==> config.mk <==
export PLATFORM = sky130hd
export DESIGN_NAME = tpv_sequencer
export DESIGN_NICKNAME = d
export VERILOG_FILES = /design/src/rtl/tpv_pkg.sv /design/src/rtl/tpv_rst_sync.sv /design/src/rtl/tpv_mode_fsm.sv /design/src/rtl/tpv_vec_classifier.sv /design/src/rtl/tpv_xfer_port.sv /design/src/rtl/tpv_sequencer.sv
export SDC_FILE = /design/constraint.sdc
export NUM_CORES = 1
export LEC_CHECK = 0
export BUFFER_PORTS_ARGS = -buffer_cell sky130_fd_sc_hd__buf_2
export CORE_MARGIN = 4
export CORE_UTILIZATION = 55
export CTS_CLUSTER_DIAMETER = 40
export DETAILED_ROUTE_END_ITERATION = 8
export PLACE_DENSITY = 0.8
export SLEW_MARGIN = 20
export SYNTH_ARGS = -nofsm -noshare
export SYNTH_HDL_FRONTEND = slang
export SYNTH_SLANG_ARGS = --single-unit
==> constraint.sdc <==
create_clock -name clk -period 8.09 [get_ports clk]
set_input_delay 1.618 -clock clk [delete_from_list [all_inputs] [get_ports clk]]
set_output_delay 1.618 -clock clk [all_outputs]
set_load 0.005 [all_outputs]
==> src/rtl/tpv_pkg.sv <==
package tpv_pkg;

  typedef enum logic [1:0] {
    PC_EXIT   = 2'b00,
    PC_READ   = 2'b01,
    PC_WRITE  = 2'b10,
    PC_SHARED = 2'b11
  } pin_code_e;

  typedef enum logic [1:0] {
    VC_ADDR  = 2'd0,
    VC_WRITE = 2'd1,
    VC_READ  = 2'd2,
    VC_TURN  = 2'd3
  } vec_class_e;

  typedef enum logic [2:0] {
    MS_IDLE,
    MS_SWITCH,
    MS_REQ,
    MS_READY,
    MS_BUSY,
    MS_LEAVE
  } mode_e;

  localparam int unsigned TURN_VECTORS = 2;

endpackage

==> src/rtl/tpv_rst_sync.sv <==
module tpv_rst_sync (
  input  logic clk,
  input  logic rst_n,
  output logic rst_n_sync
);

  logic [1:0] sync_q;

  always_ff @(posedge clk or negedge rst_n) begin
    if (!rst_n) begin
      sync_q <= 2'b00;
    end else begin
      sync_q <= {sync_q[0], 1'b1};
    end
  end

  assign rst_n_sync = sync_q[1];

endmodule

==> src/rtl/tpv_mode_fsm.sv <==
module tpv_mode_fsm
  import tpv_pkg::*;
(
  input  logic       clk,
  input  logic       rst_n,
  input  logic [1:0] code,
  input  logic       clk_is_test,
  input  logic       bus_gnt,
  input  logic       xfer_done,
  output logic       take,
  output logic       launch,
  output logic       busy,
  output logic       tack,
  output logic       bus_req,
  output logic       clk_sel
);

  mode_e state_q, state_d;
  logic  leave;

  // A vector is sampled on every edge spent in the ready state.
  always_comb begin
    take   = (state_q == MS_READY);
    launch = take && ((code == PC_READ) || (code == PC_WRITE));
    leave  = take && (code == PC_EXIT);
  end

  always_comb begin
    state_d = state_q;
    case (state_q)
      MS_IDLE:   if (code[1])     state_d = MS_SWITCH;
      MS_SWITCH: if (clk_is_test) state_d = MS_REQ;
      MS_REQ:    if (bus_gnt)     state_d = MS_READY;
      MS_READY: begin
        if (leave)       state_d = MS_LEAVE;
        else if (launch) state_d = MS_BUSY;
      end
      MS_BUSY:   if (xfer_done)    state_d = MS_READY;
      MS_LEAVE:  if (!clk_is_test) state_d = MS_IDLE;
      default:   state_d = MS_IDLE;
    endcase
  end

  always_ff @(posedge clk or negedge rst_n) begin
    if (!rst_n) begin
      state_q <= MS_IDLE;
    end else begin
      state_q <= state_d;
    end
  end

  always_comb begin
    busy    = (state_q == MS_BUSY);
    tack    = (state_q == MS_READY) || (state_q == MS_LEAVE);
    bus_req = (state_q == MS_REQ) || (state_q == MS_READY) || (state_q == MS_BUSY);
    clk_sel = (state_q == MS_SWITCH) || bus_req;
  end

endmodule

==> src/rtl/tpv_vec_classifier.sv <==
module tpv_vec_classifier
  import tpv_pkg::*;
#(
  parameter int unsigned AW = 32,
  parameter int unsigned DW = 32
) (
  input  logic          clk,
  input  logic          rst_n,
  input  logic          take,
  input  logic [1:0]    code,
  input  logic [DW-1:0] din,
  output logic [AW-1:0] eff_addr,
  output logic          vec_valid,
  output logic [1:0]    vec_class,
  output logic          ctrl_valid,
  output logic [DW-1:0] ctrl_word
);

  localparam int unsigned TW = $clog2(TURN_VECTORS + 1);

  logic [AW-1:0] addr_q, shadow_q;
  logic [DW-1:0] last_q, ctrl_q;
  logic [1:0]    run_q;
  logic [TW-1:0] turn_q;
  logic          vv_q, cv_q;
  vec_class_e    class_q, class_d;
  logic          shared, turn_take, addr_take, other_take, run_end;

  always_comb begin
    shared     = take && (code == PC_SHARED);
    turn_take  = shared && (turn_q != '0);
    addr_take  = shared && (turn_q == '0);
    other_take = take && (code != PC_SHARED);
    run_end    = other_take && (run_q == 2'd2);
    eff_addr   = run_end ? shadow_q : addr_q;
  end

  always_comb begin
    case (code)
      PC_WRITE: class_d = VC_WRITE;
      PC_READ:  class_d = VC_READ;
      default:  class_d = turn_take ? VC_TURN : VC_ADDR;
    endcase
  end

  // Address, shadow and run length.
  always_ff @(posedge clk or negedge rst_n) begin
    if (!rst_n) begin
      addr_q   <= '0;
      shadow_q <= '0;
      last_q   <= '0;
      run_q    <= 2'd0;
    end else if (addr_take) begin
      shadow_q <= addr_q;
      addr_q   <= din[AW-1:0];
      last_q   <= din;
      run_q    <= (run_q == 2'd2) ? 2'd2 : run_q + 2'd1;
    end else if (other_take) begin
      if (run_end) addr_q <= shadow_q;
      run_q <= 2'd0;
    end
  end

  // Turnaround countdown after a read.
  always_ff @(posedge clk or negedge rst_n) begin
    if (!rst_n) begin
      turn_q <= '0;
    end else if (take) begin
      if (turn_take)              turn_q <= turn_q - 1'b1;
      else if (code == PC_READ)   turn_q <= TW'(TURN_VECTORS);
      else if (code != PC_SHARED) turn_q <= '0;
    end
  end

  // Report strobes.
  always_ff @(posedge clk or negedge rst_n) begin
    if (!rst_n) begin
      vv_q    <= 1'b0;
      cv_q    <= 1'b0;
      class_q <= VC_ADDR;
      ctrl_q  <= '0;
    end else begin
      vv_q <= take && (code != PC_EXIT);
      cv_q <= run_end && last_q[0];
      if (take) class_q <= class_d;
      if (run_end) ctrl_q <= last_q;
    end
  end

  assign vec_valid  = vv_q;
  assign vec_class  = class_q;
  assign ctrl_valid = cv_q;
  assign ctrl_word  = ctrl_q;

endmodule

==> src/rtl/tpv_xfer_port.sv <==
module tpv_xfer_port
  import tpv_pkg::*;
#(
  parameter int unsigned AW = 32,
  parameter int unsigned DW = 32
) (
  input  logic          clk,
  input  logic          rst_n,
  input  logic          take,
  input  logic          launch,
  input  logic          busy,
  input  logic [1:0]    code,
  input  logic [AW-1:0] eff_addr,
  input  logic [DW-1:0] din,
  input  logic          xfer_done,
  input  logic [DW-1:0] xfer_rdata,
  output logic          xfer_start,
  output logic          xfer_write,
  output logic [AW-1:0] xfer_addr,
  output logic [DW-1:0] xfer_wdata,
  output logic [DW-1:0] tdata_out,
  output logic          tdata_oe
);

  logic rd_cap;

  assign rd_cap = busy && xfer_done && !xfer_write;

  always_ff @(posedge clk or negedge rst_n) begin
    if (!rst_n) begin
      xfer_start <= 1'b0;
      xfer_write <= 1'b0;
      xfer_addr  <= '0;
      xfer_wdata <= '0;
    end else begin
      xfer_start <= launch;
      if (launch) begin
        xfer_write <= (code == PC_WRITE);
        xfer_addr  <= eff_addr;
        xfer_wdata <= din;
      end
    end
  end

  always_ff @(posedge clk or negedge rst_n) begin
    if (!rst_n) begin
      tdata_out <= '0;
      tdata_oe  <= 1'b0;
    end else begin
      if (rd_cap) tdata_out <= xfer_rdata;
      if (rd_cap)                             tdata_oe <= 1'b1;
      else if (take && (code != PC_READ))     tdata_oe <= 1'b0;
    end
  end

endmodule

==> src/rtl/tpv_sequencer.sv <==
module tpv_sequencer
  import tpv_pkg::*;
#(
  parameter int unsigned AW = 32,
  parameter int unsigned DW = 32
) (
  input  logic          clk,
  input  logic          rst_n,
  input  logic          pin_a,
  input  logic          pin_b,
  input  logic          clk_is_test,
  output logic          clk_sel,
  output logic          bus_req,
  input  logic          bus_gnt,
  output logic          tack,
  input  logic [DW-1:0] tdata_in,
  output logic [DW-1:0] tdata_out,
  output logic          tdata_oe,
  output logic          vec_valid,
  output logic [1:0]    vec_class,
  output logic          ctrl_valid,
  output logic [DW-1:0] ctrl_word,
  output logic          xfer_start,
  output logic          xfer_write,
  output logic [AW-1:0] xfer_addr,
  output logic [DW-1:0] xfer_wdata,
  input  logic          xfer_done,
  input  logic [DW-1:0] xfer_rdata
);

  logic          rst_n_int;
  logic [1:0]    code;
  logic          take, launch, busy;
  logic [AW-1:0] eff_addr;

  assign code = {pin_a, pin_b};

  tpv_rst_sync u_rst (
    .clk        (clk),
    .rst_n      (rst_n),
    .rst_n_sync (rst_n_int)
  );

  tpv_mode_fsm u_mode (
    .clk         (clk),
    .rst_n       (rst_n_int),
    .code        (code),
    .clk_is_test (clk_is_test),
    .bus_gnt     (bus_gnt),
    .xfer_done   (xfer_done),
    .take        (take),
    .launch      (launch),
    .busy        (busy),
    .tack        (tack),
    .bus_req     (bus_req),
    .clk_sel     (clk_sel)
  );

  tpv_vec_classifier #(.AW(AW), .DW(DW)) u_class (
    .clk        (clk),
    .rst_n      (rst_n_int),
    .take       (take),
    .code       (code),
    .din        (tdata_in),
    .eff_addr   (eff_addr),
    .vec_valid  (vec_valid),
    .vec_class  (vec_class),
    .ctrl_valid (ctrl_valid),
    .ctrl_word  (ctrl_word)
  );

  tpv_xfer_port #(.AW(AW), .DW(DW)) u_xfer (
    .clk        (clk),
    .rst_n      (rst_n_int),
    .take       (take),
    .launch     (launch),
    .busy       (busy),
    .code       (code),
    .eff_addr   (eff_addr),
    .din        (tdata_in),
    .xfer_done  (xfer_done),
    .xfer_rdata (xfer_rdata),
    .xfer_start (xfer_start),
    .xfer_write (xfer_write),
    .xfer_addr  (xfer_addr),
    .xfer_wdata (xfer_wdata),
    .tdata_out  (tdata_out),
    .tdata_oe   (tdata_oe)
  );

endmodule

==> impl_metrics.yaml, run 1 <==
outcome:
  status: "completed"
timing:
  worst_slew_pin_slew_ns: 1.044
  rsz0062_at_grt: "no"
  fin_crit_sh_pct: 51.42
  whs_ns: 0.3518
  skew_ns: 0.01928
  finalSetupTns_ns: 0
  drv_slew: 0
  hold_viol_final: 0
  max_freq_mhz: 240.4
  fin_crit_ns: 4.160
  setup_viol_count_final: 0
  maxSlewHeadroom_pct: 30.43
die:
  coreArea_mm2: 0.01748
  die_x_um: 142.2
  ios: 209
  die_h_um: 142.2
  rows: 48
  die_area_mm2: 0.02021
  start_util_pct: 56.64
final_layout:
  antenna_cells: 0
  area_growth_pct: 23.08
  final_cells: 1140
  nets: 968
  drive_gt1_share_pct: 48.09
critical_path:
  critPathSlowestCell: "and2_2"
  startpoint_type: "input port"
  path_cells: "buf_2, ha_1, and2_2, and2_4, buf_4, mux2_2"
  crit_family: "simple AND/OR/NAND/NOR gates"
  arrival_ns: 4.53
  critPathMaxFanout: 35
  endpoint_kind: "register"
  worst_path_largest_cell_delay_ns: 0.74
  path_class: "in2reg"
  cp_num_buf_inv: 2
  required_ns: 8.46
synthesis:
  synth_largest_area_cell: "dfrtp_1"
  yosys.area_share.simple_pct: 2.958
  synth-compound-area-share_pct: 8.708
  seq_area_frac_synth_pct: 60.67
  synth-adder-area-share_pct: 0.8847
  syn_inst: 685
  avgSynthCellArea_um2: 14.45
  ys_async_sr_fraction_pct: 100.0
  synth_mux_area_share_pct: 23.41
  ys_types: 43
  ys_ff_latch: 240
  yosys-top-cells-area: "dfrtp_1, mux2_2, mux2_4, mux2i_1, o2bb2ai_1"
  synth_top_area_share_pct: 60.67
  synth_nets: 763
  synth_edf_count: 0
  synth_top_family_by_area: "multiplexers"
  syn_area_mm2: 0.009899
  synth_ff_type: "dfrtp_1"
  synthXorXnorAreaFrac_pct: 0.1769
  synth_warnings: 0
detailed_routing:
  drtIter0Drc: 272
  totalWireLength_mm: 21.01
  wl_per_cell_um: 18.43
  vias: 6285
  viasPerCell: 5.513
  dr.pass1.iters: 5
  drc: 0
  antenna_left: 0
grt:
  grt_pass1_wl_mm: 34.15
  antenna_found_initial: 0
  grt_max_degree: 99
  grt_usage_pct: 20.92
  grt-ovfl-total: 0
  grt_pass1_vias: 6625
cts:
  clockBufferDepth: 3
  cts_htree_levels: 2
  cts_hold_buf: 0
  clock-sinks: 240
  tritoncts: "built"
  insertion_delay_ns: 0.50
  post_cts_resized: 0
  cts_buffers: 34
  root_buffer: "clkbuf_16"
  cts_setup_buffers: 0
  clk_pin_slew_ns: 0.05
placed_design:
  placed_cells: 1079
  port_buffers: 208
  place_congestion: 0.7625
  dp_hpwl_mm: 13.43
pwr:
  ir_drop_mv: 0.2461
  leakagePower_nw: 5.954
  finalPower_w: 0.004829
  power.density_mw_per_mm2: 396.3
min_path:
  hold_class: "reg2reg"
run:
  maxCapViolCount: 0
==> layout make-up <==
class	instances	area [um^2]
clock inverter	17	160.2
tap	225	281.5
timing repair buffer	216	1105
clock buffer	44	982.2
sequential	240	6010
inverter	11	41.29
multi-input combinational	387	3605
fill	1202	5293
==> final timing paths <==
check                                  startpoint                    to  slack (ns)  cells after the start
worst min-delay path              u_rst.sync_q[0]       u_rst.sync_q[1]        0.35                      0
worst max-delay path                        pin_a    u_class.last_q[31]        3.93                      6
worst max register to register  u_class.turn_q[0]    u_class.last_q[31]        4.75                      6
max in group asynchronous         u_rst.sync_q[1]  u_class.shadow_q[26]        5.97                      2
min in group asynchronous         u_rst.sync_q[1]  u_class.ctrl_word[2]        0.38                      0
worst min register to register    u_rst.sync_q[0]       u_rst.sync_q[1]        0.35                      0
==> through the flow <==
| stage | util, % | cell area, um^2 | worst slack [ns] |
|---|---|---|---|
| global route | 69.72 | 12180 | 3.764 |
| detailed placement | 63.16 | 11040 | 3.412 |
| finish | 69.72 | 12180 | 3.930 |
| floorplan | - | 9899 | 0.9065 |
| global placement | 63.16 | 11040 | 3.487 |
| CTS | 69.70 | 12180 | 3.942 |
==> cells in the mapped netlist, drive strengths merged, types with 3 or more instances <==
| cell | instances |
|---|---|
| mux2i | 32 |
| a22oi | 32 |
| a21oi | 3 |
| o21ai | 39 |
| mux2 | 161 |
| inv | 11 |
| o22ai | 4 |
| a22o | 3 |
| dfrtp | 240 |
| and2 | 4 |
| buf | 26 |
| nand2 | 38 |
| clkbuf | 21 |
| ha | 7 |
| o2bb2ai | 32 |
| nor2 | 5 |
==> cell usage in the layout, fill, tap and decap left out, drive strengths merged, types with 4 or more instances in the layout <==
master / instances
clkbuf: 44
o2bb2ai: 32
mux2i: 32
a22oi: 32
o22ai: 4
and2: 4
nand2: 38
clkinvlp: 4
inv: 15
nor2: 5
mux2: 161
clkinv: 8
o21ai: 39
buf: 216
dfrtp: 240
ha: 7
==> registers in the layout, summed over array words and instances, names as in the netlist, 3 cells and up <==
signal             cells
u_class.addr_q        32
u_class.ctrl_word     32
u_class.last_q        32
u_class.shadow_q      32
u_mode.state_q         3
u_xfer.tdata_out      32
u_xfer.xfer_addr      32
u_xfer.xfer_wdata     32
==> power breakdown <==
group | internal (W) | leakage [nW] | switching, W
clock | 0.000903 | 0.549 | 0.000545
combinational | 0.000761 | 2.27 | 0.000569
sequential | 0.00172 | 3.14 | 0.000333
==> logic make-up after synthesis <==
family                   count (synthesis)
flip-flops                             240
multiplexers                           193
AO/OA/AOI/OAI                          123
AND/OR/NAND/NOR                         61
buffers and inverters                   58
adder cells (fa/ha/maj)                  7
XOR/XNOR                                 2
other                                    1
==> per-layer routing <==
metal	vias up	global-route usage (%)	wire, um
met5	-	0	0
met4	0	6.869	413
met3	36	5.511	1466
met2	207	33.57	9951
met1	3162	28.09	9176
li1	2880	-	-
No activity file was read; power rests on OpenSTA's default activity.
==> run 2, diff against run 1 <==
CORE_UTILIZATION = 49   (was 55)
PLACE_DENSITY = 0.76   (was 0.8)
clock period = 3.6 ns   (was 8.09 ns; I/O delays follow)
==> impl_metrics.yaml, run 2 (synthesized netlist as in run 1, its figures left out) <==
die:
  coreArea_mm2: 0.01965
  ios: 209
  die_area_mm2: 0.02254
  die_x_um: 150.1
  start_util_pct: 50.37
  rows: 51
  die_h_um: 150.1
grt:
  grt_pass1_wl_mm: 34.30
  grt_max_degree: 88
  grt_pass1_vias: 6487
  grt_usage_pct: 18.66
  grt-ovfl-total: 0
  antenna_found_initial: 0
cts:
  root_buffer: "clkbuf_16"
  cts_setup_buffers: 0
  tritoncts: "built"
  clockBufferDepth: 3
  insertion_delay_ns: 0.54
  cts_htree_levels: 1
  clock-sinks: 240
  cts_buffers: 31
  clk_pin_slew_ns: 0.06
critical_path:
  setup.worst_path.start: "u_mode.state_q[2]"
  startpoint_type: "register"
  regToRegSetupSlack_ns: 1.31
  endpoint_kind: "output pin"
  rr_startpoint: "u_mode.state_q[2]"
  path_depth: 3
  endpoint: "tack"
  crit_family: "flip-flops"
  worst_path_largest_cell_delay_ns: 0.55
  ff2ff_path_depth: 4
  critPathSlowestCell: "dfrtp_1"
  arrival_ns: 1.70
  critPathMaxFanout: 17
  path_cells: "nand2b_1, a21boi_0, buf_2"
  cp_num_buf_inv: 1
  required_ns: 2.88
  path_class: "reg2out"
  r2r-end: "u_class.shadow_q[1]"
final_layout:
  nFillCells: 1528
  drive_gt1_share_pct: 48.54
  antenna_cells: 0
  final_cells: 1188
  area_growth_pct: 24.31
  final_cell_mix: "dfrtp_1, buf_2, mux2_2, mux2_4"
  register_area_mm2: 0.006010
  nets: 976
  final_common_cell: "dfrtp_1"
  multi_input_area_mm2: 0.003605
detailed_routing:
  antenna_left: 0
  dr.pass1.iters: 4
  vias: 6234
  wl_per_cell_um: 17.57
  wl_met3_mm: 1.542
  drtIter0Drc: 311
  viasPerCell: 5.247
  highest_layer: "met4"
  drc: 0
  wl_met1_mm: 9.402
  wl_met2_mm: 9.740
  totalWireLength_mm: 20.88
timing:
  rsz0062_at_grt: "no"
  skew_ns: 0.01448
  worst_slew_pin_slew_ns: 0.9164
  drv_slew: 0
  hold_viol_final: 0
  max_freq_mhz: 413.4
  fin_crit_sh_pct: 67.19
  maxSlewHeadroom_pct: 38.91
  setup_viol_count_final: 0
  finalSetupTns_ns: 0
  fin_crit_ns: 2.419
run:
  maxCapViolCount: 0
pwr:
  power.density_mw_per_mm2: 869.5
  ir_drop_mv: 0.4803
  leakagePower_nw: 5.984
placed_design:
  placed_cells: 1129
  dp_hpwl_mm: 13.77
  port_buffers: 208
  place_congestion: 0.7114
min_path:
  hold-path-cell-count: 0
  hold_class: "reg2reg"
outcome:
  status: "completed"
-- run 2: cell types whose count changed in the layout (fill, tap and decap cells not counted) --
cell,delta
buf_12,+6
buf_4,+5
buf_6,-1
bufinv_16,+2
clkbuf_1,-1
clkbuf_16,-6
clkbuf_8,-1
clkinv_4,-2
clkinvlp_4,+1
dlygate4sd3_1,+1
inv_6,+5
inv_8,-1
-- run 2: where the power goes --
part           total, W  switching (W)  leakage [nW]  internal [W]
clock network   0.00309        0.00123         0.504       0.00187
logic           0.00301        0.00127          2.34       0.00174
registers       0.00459       0.000735          3.14       0.00386
-- run 2: metrics by stage --
stage | worst slack, ns | area, um^2 | power, W | utilization (%) | hold WS, ns
2_1_floorplan | 1.181 | 9903 | 0.006416 | - | 0.3312
3_3_place_gp | 1.032 | 11240 | 0.007546 | 57.18 | 0.3370
3_5_place_dp | 1.010 | 11240 | 0.007696 | 57.18 | 0.3412
4_1_cts | 1.138 | 12310 | 0.01084 | 62.61 | 0.3564
5_1_grt | 1.015 | 12310 | 0.01140 | 62.61 | 0.3692
6_report | 1.181 | 12310 | 0.01070 | 62.61 | 0.3541
-- run 2: layout make-up --
cell class / instances / area share [%]
Clock buffer: 36 / 6.619
Clock inverter: 22 / 1.973
Inverter: 11 / 0.3355
Multi-Input combinational cell: 387 / 29.29
Sequential cell: 240 / 48.84
Tap cell: 265 / 2.694
Timing Repair Buffer: 227 / 10.25
-- run 2: what timing repair did --
item                                   in CTS  in global routing
hold buffers                                1                  0
gates resized for setup                     0                  0
endpoints found under the hold margin       2                  0
-- run 2: worst min path at each step --
stage,from,end
floorplan,u_rst.sync_q[0],u_rst.sync_q[1]
global placement,u_rst.sync_q[0],u_rst.sync_q[1]
detailed placement,u_rst.sync_q[0],u_rst.sync_q[1]
CTS,u_rst.sync_q[0],u_rst.sync_q[1]
global route,u_rst.sync_q[0],u_rst.sync_q[1]
finish,u_rst.sync_q[0],u_rst.sync_q[1]
-- run 2: metal layers --
metal  global-route usage, %  vias to the layer above
met1                   25.97                     3148
li1                        -                     2894
met4                   3.202                        0
met2                   30.16                      173
met3                   5.057                       19
met5                       0                        -
